`src/rtl/mdm_pkg.sv`:
```
package mdm_pkg;
  localparam int NLINES = 4;
  localparam int DATA_W = 8;
  localparam int CTL_W  = 5;

  // control register bit positions
  localparam int CTL_DTR  = 0;
  localparam int CTL_RTS  = 1;
  localparam int CTL_OUT1 = 2;
  localparam int CTL_OUT2 = 3;
  localparam int CTL_LOOP = 4;

  // change flag positions inside the low nibble of the status register
  localparam int DF_CTS  = 0;
  localparam int DF_DSR  = 1;
  localparam int DF_TERI = 2;
  localparam int DF_DCD  = 3;

  typedef struct packed {
    logic dcd;
    logic ri;
    logic dsr;
    logic cts;
  } mdm_lines_t;

  localparam mdm_lines_t LINES_RST = '{dcd: 1'b1, ri: 1'b0, dsr: 1'b1, cts: 1'b1};
  localparam logic [CTL_W-1:0] CTL_RST = 5'b01000;
endpackage

```
`src/rtl/mdm_sync.sv`:
```
module mdm_sync #(
  parameter int WIDTH  = 4,
  parameter int STAGES = 2,
  parameter logic [WIDTH-1:0] RST_VAL = '0
) (
  input  logic             clk,
  input  logic             rst,
  input  logic [WIDTH-1:0] d,
  output logic [WIDTH-1:0] q
);
  logic [STAGES-1:0][WIDTH-1:0] pipe;

  for (genvar g = 0; g < STAGES; g++) begin : g_stage
    if (g == 0) begin : g_first
      always_ff @(posedge clk) begin
        if (rst) pipe[g] <= RST_VAL;
        else     pipe[g] <= d;
      end
    end else begin : g_next
      always_ff @(posedge clk) begin
        if (rst) pipe[g] <= RST_VAL;
        else     pipe[g] <= pipe[g-1];
      end
    end
  end

  assign q = pipe[STAGES-1];
endmodule

```
`src/rtl/mdm_ctrl_reg.sv`:
```
module mdm_ctrl_reg #(
  parameter int DATA_W = 8,
  parameter int CTL_W  = 5,
  parameter logic [CTL_W-1:0] RST_VAL = '0
) (
  input  logic              clk,
  input  logic              rst,
  input  logic              wr,
  input  logic [DATA_W-1:0] data,
  output logic [CTL_W-1:0]  ctl,
  output logic [DATA_W-1:0] rd_val
);
  localparam int PAD_W = DATA_W - CTL_W;

  logic unused_hi;
  assign unused_hi = ^data[DATA_W-1:CTL_W];

  always_ff @(posedge clk) begin
    if (rst)     ctl <= RST_VAL;
    else if (wr) ctl <= data[CTL_W-1:0];
  end

  assign rd_val = {{PAD_W{1'b0}}, ctl};

  assert_ctrl_store_R9: assert property (@(posedge clk) disable iff (rst)
    wr |=> (ctl == $past(data[CTL_W-1:0])));

  assert_ctrl_hold_R9: assert property (@(posedge clk) disable iff (rst)
    !wr |=> $stable(ctl));
endmodule

```
`src/rtl/mdm_status_core.sv`:
```
module mdm_status_core
  import mdm_pkg::*;
#(
  parameter int NL = NLINES
) (
  input  logic          clk,
  input  logic          rst,
  input  mdm_lines_t    src,
  input  logic          rd_clr,
  output mdm_lines_t    lines_q,
  output logic [NL-1:0] delta_q
);
  logic [NL-1:0] chg;

  always_comb begin
    chg          = '0;
    chg[DF_CTS]  = lines_q.cts ^ src.cts;
    chg[DF_DSR]  = lines_q.dsr ^ src.dsr;
    chg[DF_DCD]  = lines_q.dcd ^ src.dcd;
    chg[DF_TERI] = lines_q.ri & ~src.ri;   // trailing edge of ring only
  end

  always_ff @(posedge clk) begin
    if (rst) begin
      lines_q <= LINES_RST;
      delta_q <= '0;
    end else begin
      lines_q <= src;
      delta_q <= (rd_clr ? '0 : delta_q) | chg;
    end
  end

  assert_sticky_R2: assert property (@(posedge clk) disable iff (rst)
    !rd_clr |=> ((delta_q & $past(delta_q)) == $past(delta_q)));

  assert_cts_change_R2: assert property (@(posedge clk) disable iff (rst)
    (lines_q.cts != src.cts) |=> delta_q[DF_CTS]);

  assert_teri_fall_R3: assert property (@(posedge clk) disable iff (rst)
    $rose(delta_q[DF_TERI]) |-> $fell(lines_q.ri));

  assert_no_teri_rise_R3: assert property (@(posedge clk) disable iff (rst)
    (!lines_q.ri && src.ri && !delta_q[DF_TERI] && !rd_clr) |=> !delta_q[DF_TERI]);

  assert_read_clear_R4: assert property (@(posedge clk) disable iff (rst)
    (rd_clr && (src == lines_q)) |=> (delta_q == '0));

  assert_read_keeps_lines_R4: assert property (@(posedge clk) disable iff (rst)
    rd_clr |=> (lines_q == $past(src)));
endmodule

```
`src/rtl/modem_ctl_status.sv`:
```
module modem_ctl_status
  import mdm_pkg::*;
#(
  parameter int SYNC_STAGES = 2
) (
  input  logic              clk,
  input  logic              rst,
  input  logic              wr_ctrl,
  input  logic [DATA_W-1:0] wr_data,
  input  logic              rd_status,
  input  logic              line_cts,
  input  logic              line_dsr,
  input  logic              line_ri,
  input  logic              line_dcd,
  output logic [DATA_W-1:0] status_q,
  output logic [DATA_W-1:0] ctrl_q,
  output logic              pin_dtr,
  output logic              pin_rts,
  output logic              pin_out1,
  output logic              pin_out2,
  output logic              loop_en,
  output logic              msi_req
);
  mdm_lines_t       ext_raw, ext_sync, src, lines_q, loop_lines;
  logic [CTL_W-1:0] ctl;
  logic [NLINES-1:0] delta_q;

  assign ext_raw = '{dcd: line_dcd, ri: line_ri, dsr: line_dsr, cts: line_cts};

  mdm_sync #(.WIDTH(NLINES), .STAGES(SYNC_STAGES), .RST_VAL(LINES_RST)) u_sync (
    .clk (clk),
    .rst (rst),
    .d   (ext_raw),
    .q   (ext_sync)
  );

  mdm_ctrl_reg #(.DATA_W(DATA_W), .CTL_W(CTL_W), .RST_VAL(CTL_RST)) u_ctrl (
    .clk    (clk),
    .rst    (rst),
    .wr     (wr_ctrl),
    .data   (wr_data),
    .ctl    (ctl),
    .rd_val (ctrl_q)
  );

  // fixed loopback routing of control bits onto status lines
  assign loop_lines = '{dcd: ctl[CTL_OUT2], ri: ctl[CTL_OUT1],
                        dsr: ctl[CTL_DTR],  cts: ctl[CTL_RTS]};
  assign src = ctl[CTL_LOOP] ? loop_lines : ext_sync;

  mdm_status_core #(.NL(NLINES)) u_core (
    .clk     (clk),
    .rst     (rst),
    .src     (src),
    .rd_clr  (rd_status),
    .lines_q (lines_q),
    .delta_q (delta_q)
  );

  assign status_q = {lines_q, delta_q};
  assign msi_req  = |delta_q;
  assign pin_dtr  = ctl[CTL_DTR];
  assign pin_rts  = ctl[CTL_RTS];
  assign pin_out1 = ctl[CTL_OUT1];
  assign pin_out2 = ctl[CTL_OUT2];
  assign loop_en  = ctl[CTL_LOOP];

  assert_loop_map_R8: assert property (@(posedge clk) disable iff (rst)
    (!$past(rst) && $past(ctrl_q[CTL_LOOP])) |->
      (status_q[7:4] == {$past(ctrl_q[CTL_OUT2]), $past(ctrl_q[CTL_OUT1]),
                         $past(ctrl_q[CTL_DTR]),  $past(ctrl_q[CTL_RTS])}));

  assert_msi_drop_R6: assert property (@(posedge clk) disable iff (rst)
    (rd_status && (src == lines_q)) |=> !msi_req);
endmodule

```
`config.mk`:
```
export PLATFORM = sky130hd
export DESIGN_NAME = modem_ctl_status
export DESIGN_NICKNAME = d
export VERILOG_FILES = /design/src/rtl/mdm_pkg.sv /design/src/rtl/mdm_sync.sv /design/src/rtl/mdm_ctrl_reg.sv /design/src/rtl/mdm_status_core.sv /design/src/rtl/modem_ctl_status.sv
export SDC_FILE = /design/constraint.sdc
export NUM_CORES = 1
export LEC_CHECK = 0
export CAP_MARGIN = 5
export CORE_MARGIN = 2
export CORE_UTILIZATION = 40
export CTS_BUF_LIST = sky130_fd_sc_hd__clkbuf_16
export DETAILED_ROUTE_END_ITERATION = 10
export PLACE_DENSITY = 0.91
export SYNTH_ARGS = -nofsm -noshare
export SYNTH_HDL_FRONTEND = slang
export SYNTH_SLANG_ARGS = --single-unit
```
`constraint.sdc`:
```
create_clock -name clk -period 2.2 [get_ports clk]
set_input_delay 0.66 -clock clk [delete_from_list [all_inputs] [get_ports clk]]
set_output_delay 0.66 -clock clk [all_outputs]
set_load 0.02 [all_outputs]
```
==> results.txt, run 1 <==
The run finished with clean final reports. The xor-xnor portion of the synthesized cell area came out at 0.0335. The worst setup path is of the reg -> out kind. The clock period could shrink to slightly above 2000 ps. After detailed routing, the number of remaining DRC violations is 0. The number of antenna violations at the first check in global routing came out at 0. The highest fanout seen on the critical path is 3. The part of the power in registers is 0.448. The setup TNS came out at 0 ps. The count of routing violations after the opening detailed-route iteration came out at 3.

The routed wire length per instance came out at 11.0 um. The number of antenna cells inserted came out at 0. The area of the multi-input gates came out at 288 sq um. The number of buffers added by the clock tree synthesis step came out at 3.

The power density relative to cell area came out at ~810 nW/um^2. The last weighted congestion value of the routability-driven placer is approximately 0.67. The quantity of gates resized following cts is 1.

The first global-routing pass estimated ~2.0 mm of wire. The number of post-CTS setup repair buffers came out at 0. The relative contribution of the clock network to total power came out at 0.389. The area of the die came out at 2330 sq um. The number of warning messages in the yosys log is 0. The area share of the largest cell type after synthesis is 0.536. By area the synthesized netlist is led by dfxtp_1, buf_4, mux2i_1. The worst stage delay on the critical path is roughly 510 ps.

Summed over all layers, the global routing overflow is 0. The signal on the critical path passes through or4_1 > dlygate4sd2_1. The number of failing setup endpoints in the final timing report came out at 0. The tree is rooted in a clkbuf_16. The clock passes through at most 2 buffers. By area, the combinational part of the netlist is dominated by simple AND/OR/NAND/NOR gates. The count of buffers from port buffering came out at 31.

For the worst-skew pair, the clock arrives at the later sink with an insertion delay of around 250 ps. The startpoint identified for the worst register-to-register timing path is u_ctrl.ctl[4]$_SDFFE_PP0P_. The first-pass iteration count of the detailed router is 4. Across all layers, the routed design uses around 550 vias. The width of the die came out at ~48 um. Of the cells placed in the final design, the portion with a size suffix greater than 1 is 0.140. The HPWL after detailed placement is between 1 and 1.5 mm. The total internal power is ~0.73 mW. The cell count after synthesis came out at 73.

The distinct cell type count after synthesis came out at 16. The mux cell area share after synthesis is 0.116. The highest ir drop seen on vdd is 0.000369 V. 38 I/O pins were placed. From synthesis to final layout, the design area changed by 45.9%. The leakage power total came out at ~0.46 nW. The average cell area after synthesis came out at ~11 sq um. The library cell used most frequently in the layout, excluding fill and tap cells, is clkdlybuf4s50_1. Of the total power, the share spent switching nets is 0.220. The number of buffers and inverters on the critical path is 1. The register bit total from synthesis is 21. The die height came out at around 48 um.

The via count of the first global-routing pass came out at around 470. TritonCTS built the clock tree. The initial standard-cell utilization of the core came out at 0.412. For this run, the register share of the synthesized area comes to 0.536.

The cts-stage hold buffer count is 0. The count of antenna-violating nets left after detailed routing came out at 0. The proportion of power drawn by combinational gates is 0.163.

The count of final hold-check violations came out at 0. The layout has around 160 filler cells. The biggest area contributor in the post-synthesis netlist is dfxtp_1.

For this run, the total global-route usage over all layers was measured as 0.133. Data arrives at the worst endpoint at 1400 ps. The simple-gate share of the synthesized area is 0.166.

The maximum number of pins on one net before global-route repair came out at 13. CTS saw 21 sinks. The path class of the tightest hold or removal check is reg -> reg. The max capacitance violation total came out at 0. The net count of the finished layout is roughly 120.

The library cell contributing the largest single delay on the critical path is or4_1. On the critical path the largest part of the delay comes from simple AND/OR/NAND/NOR gates. The library cells used most frequently in the layout, excluding fill and tap cells, are clkdlybuf4s50_1, dfxtp_1, nor2_1, nand2b_1, or2_2.

The net switching power of the design came out at between 0.2 and 0.25 mW. The detail-routed via count per cell came out at 4.32. The clock tree skew after final layout came out at between 1 and 1.5 ps.

The required time of the critical path is 1540 ps. The synthesized-area fraction occupied by adder cells is 0. The worst setup path is launched from a register.

In this run the most critical hold path is launched from u_sync.pipe[1]$_SDFF_PP1_. The max-slew violation count came to 0. The count of standard-cell rows is 16. The clock-pin slew of the registers on the worst-case setup and hold paths came out at around 50 ps. The post-route clock period utilization came out at 0.936. Setup repair after global routing left no endpoint under its margin. Summing all placed instances gives a cell area of ~1100 sq um. The sequential cells in the finished layout cover a total of approximately 420 sq um. The worst setup path is captured at a primary output.

Based on the critical path, the design can be clocked at up to 486 MHz. The core region is 1900 sq um. The hold slack is approximately 410 ps. The total detailed-routing wirelength is 1.39 mm. The final non-filler cell area came out at ~1100 sq um. The most critical setup path has its startpoint at u_core.delta_q[1]$_SDFF_PP0_. The synthesized cell area came out at between 700 and 800 sq um. CTS built an H-tree with a depth of 1. The fraction of the mapped netlist area in compound gates came out at 0.0367.
[final timing paths]
| path | endpoint | slack (ps) | depth (start not counted) |
|---|---|---|---|
| worst min-delay path | u_sync.q[1]$_SDFF_PP1_ | 410 | 1 |
| worst max-delay path | msi_req | 140 | 2 |
| worst min register to register | u_sync.q[1]$_SDFF_PP1_ | 410 | 1 |
| worst max register to register | u_core.delta_q[1]$_SDFF_PP0_ | 1030 | 4 |
[power groups by stage]
stage               Combinational (mW)  Sequential [mW]  Clock (mW)
finish                           0.152            0.416       0.362
global route                     0.163            0.419       0.388
CTS                              0.153            0.417       0.370
detailed placement               0.155            0.425           0
global placement                 0.151            0.423           0
floorplan                       0.0735            0.441           0
[synthesized netlist by cell type, drive strengths merged]
cell	count
conb	1
buf	10
dfxtp	21
or2	6
a21oi	4
nor2b	4
nor2	6
mux2i	8
nand2b	6
or4	1
a211o	1
xor2	3
clkbuf	2
[final cells by class]
| type | instances | share of cell area |
|---|---|---|
| Sequential cell | 21 | 0.367 |
| Timing Repair Buffer | 33 | 0.283 |
| Multi-Input combinational cell | 42 | 0.251 |
| Clock buffer | 3 | 0.0656 |
| Tap cell | 27 | 0.0295 |
| Clock inverter | 1 | 0.00328 |
[per-stage QoR]
step / power [mW] / std cells / setup slack [ps] / utilization
floorplan: 0.515 / 75 / 528 / -
global placement: 0.574 / 123 / 201 / 0.561
detailed placement: 0.580 / 123 / 173 / 0.561
CTS: 0.940 / 127 / 128 / 0.602
global route: 0.970 / 127 / 105 / 0.602
finish: 0.930 / 127 / 141 / 0.602
[registers in the layout, indices dropped and copies added (netlist names)]
| signal | count |
|---|---|
| u_ctrl.ctl | 5 |
| u_core.delta_q | 4 |
| u_core.lines_q | 4 |
| u_sync.pipe | 4 |
| u_sync.q | 4 |
[cells by family (layout without fill, tap and decap cells)]
kind of cell / after synthesis / in the layout
flip-flops: 21 / 21
multiplexers: 8 / 8
buffers and inverters: 12 / 37
other: 1 / 3
XOR/XNOR: 3 / 3
AO/OA/AOI/OAI: 5 / 5
AND/OR/NAND/NOR: 23 / 23
[per-layer routing]
layer  global-route usage  vias up  routed length, um  part of all wire
li1                     -      278                  -                 -
met1                0.119      247                489              0.35
met2                0.242       22                798              0.57
met3               0.0593        2                 87             0.063
met4               0.0811        0                 16             0.012
met5                    0        -                  0                 0
Note: power is estimated with default switching activity, not from simulation.
==> run 2: changes to the inputs <==
- TNS_END_PERCENT: not set -> 30
==> results of run 2 <==
Same layout as run 1: the final DEF is identical, and so are final timing and power.
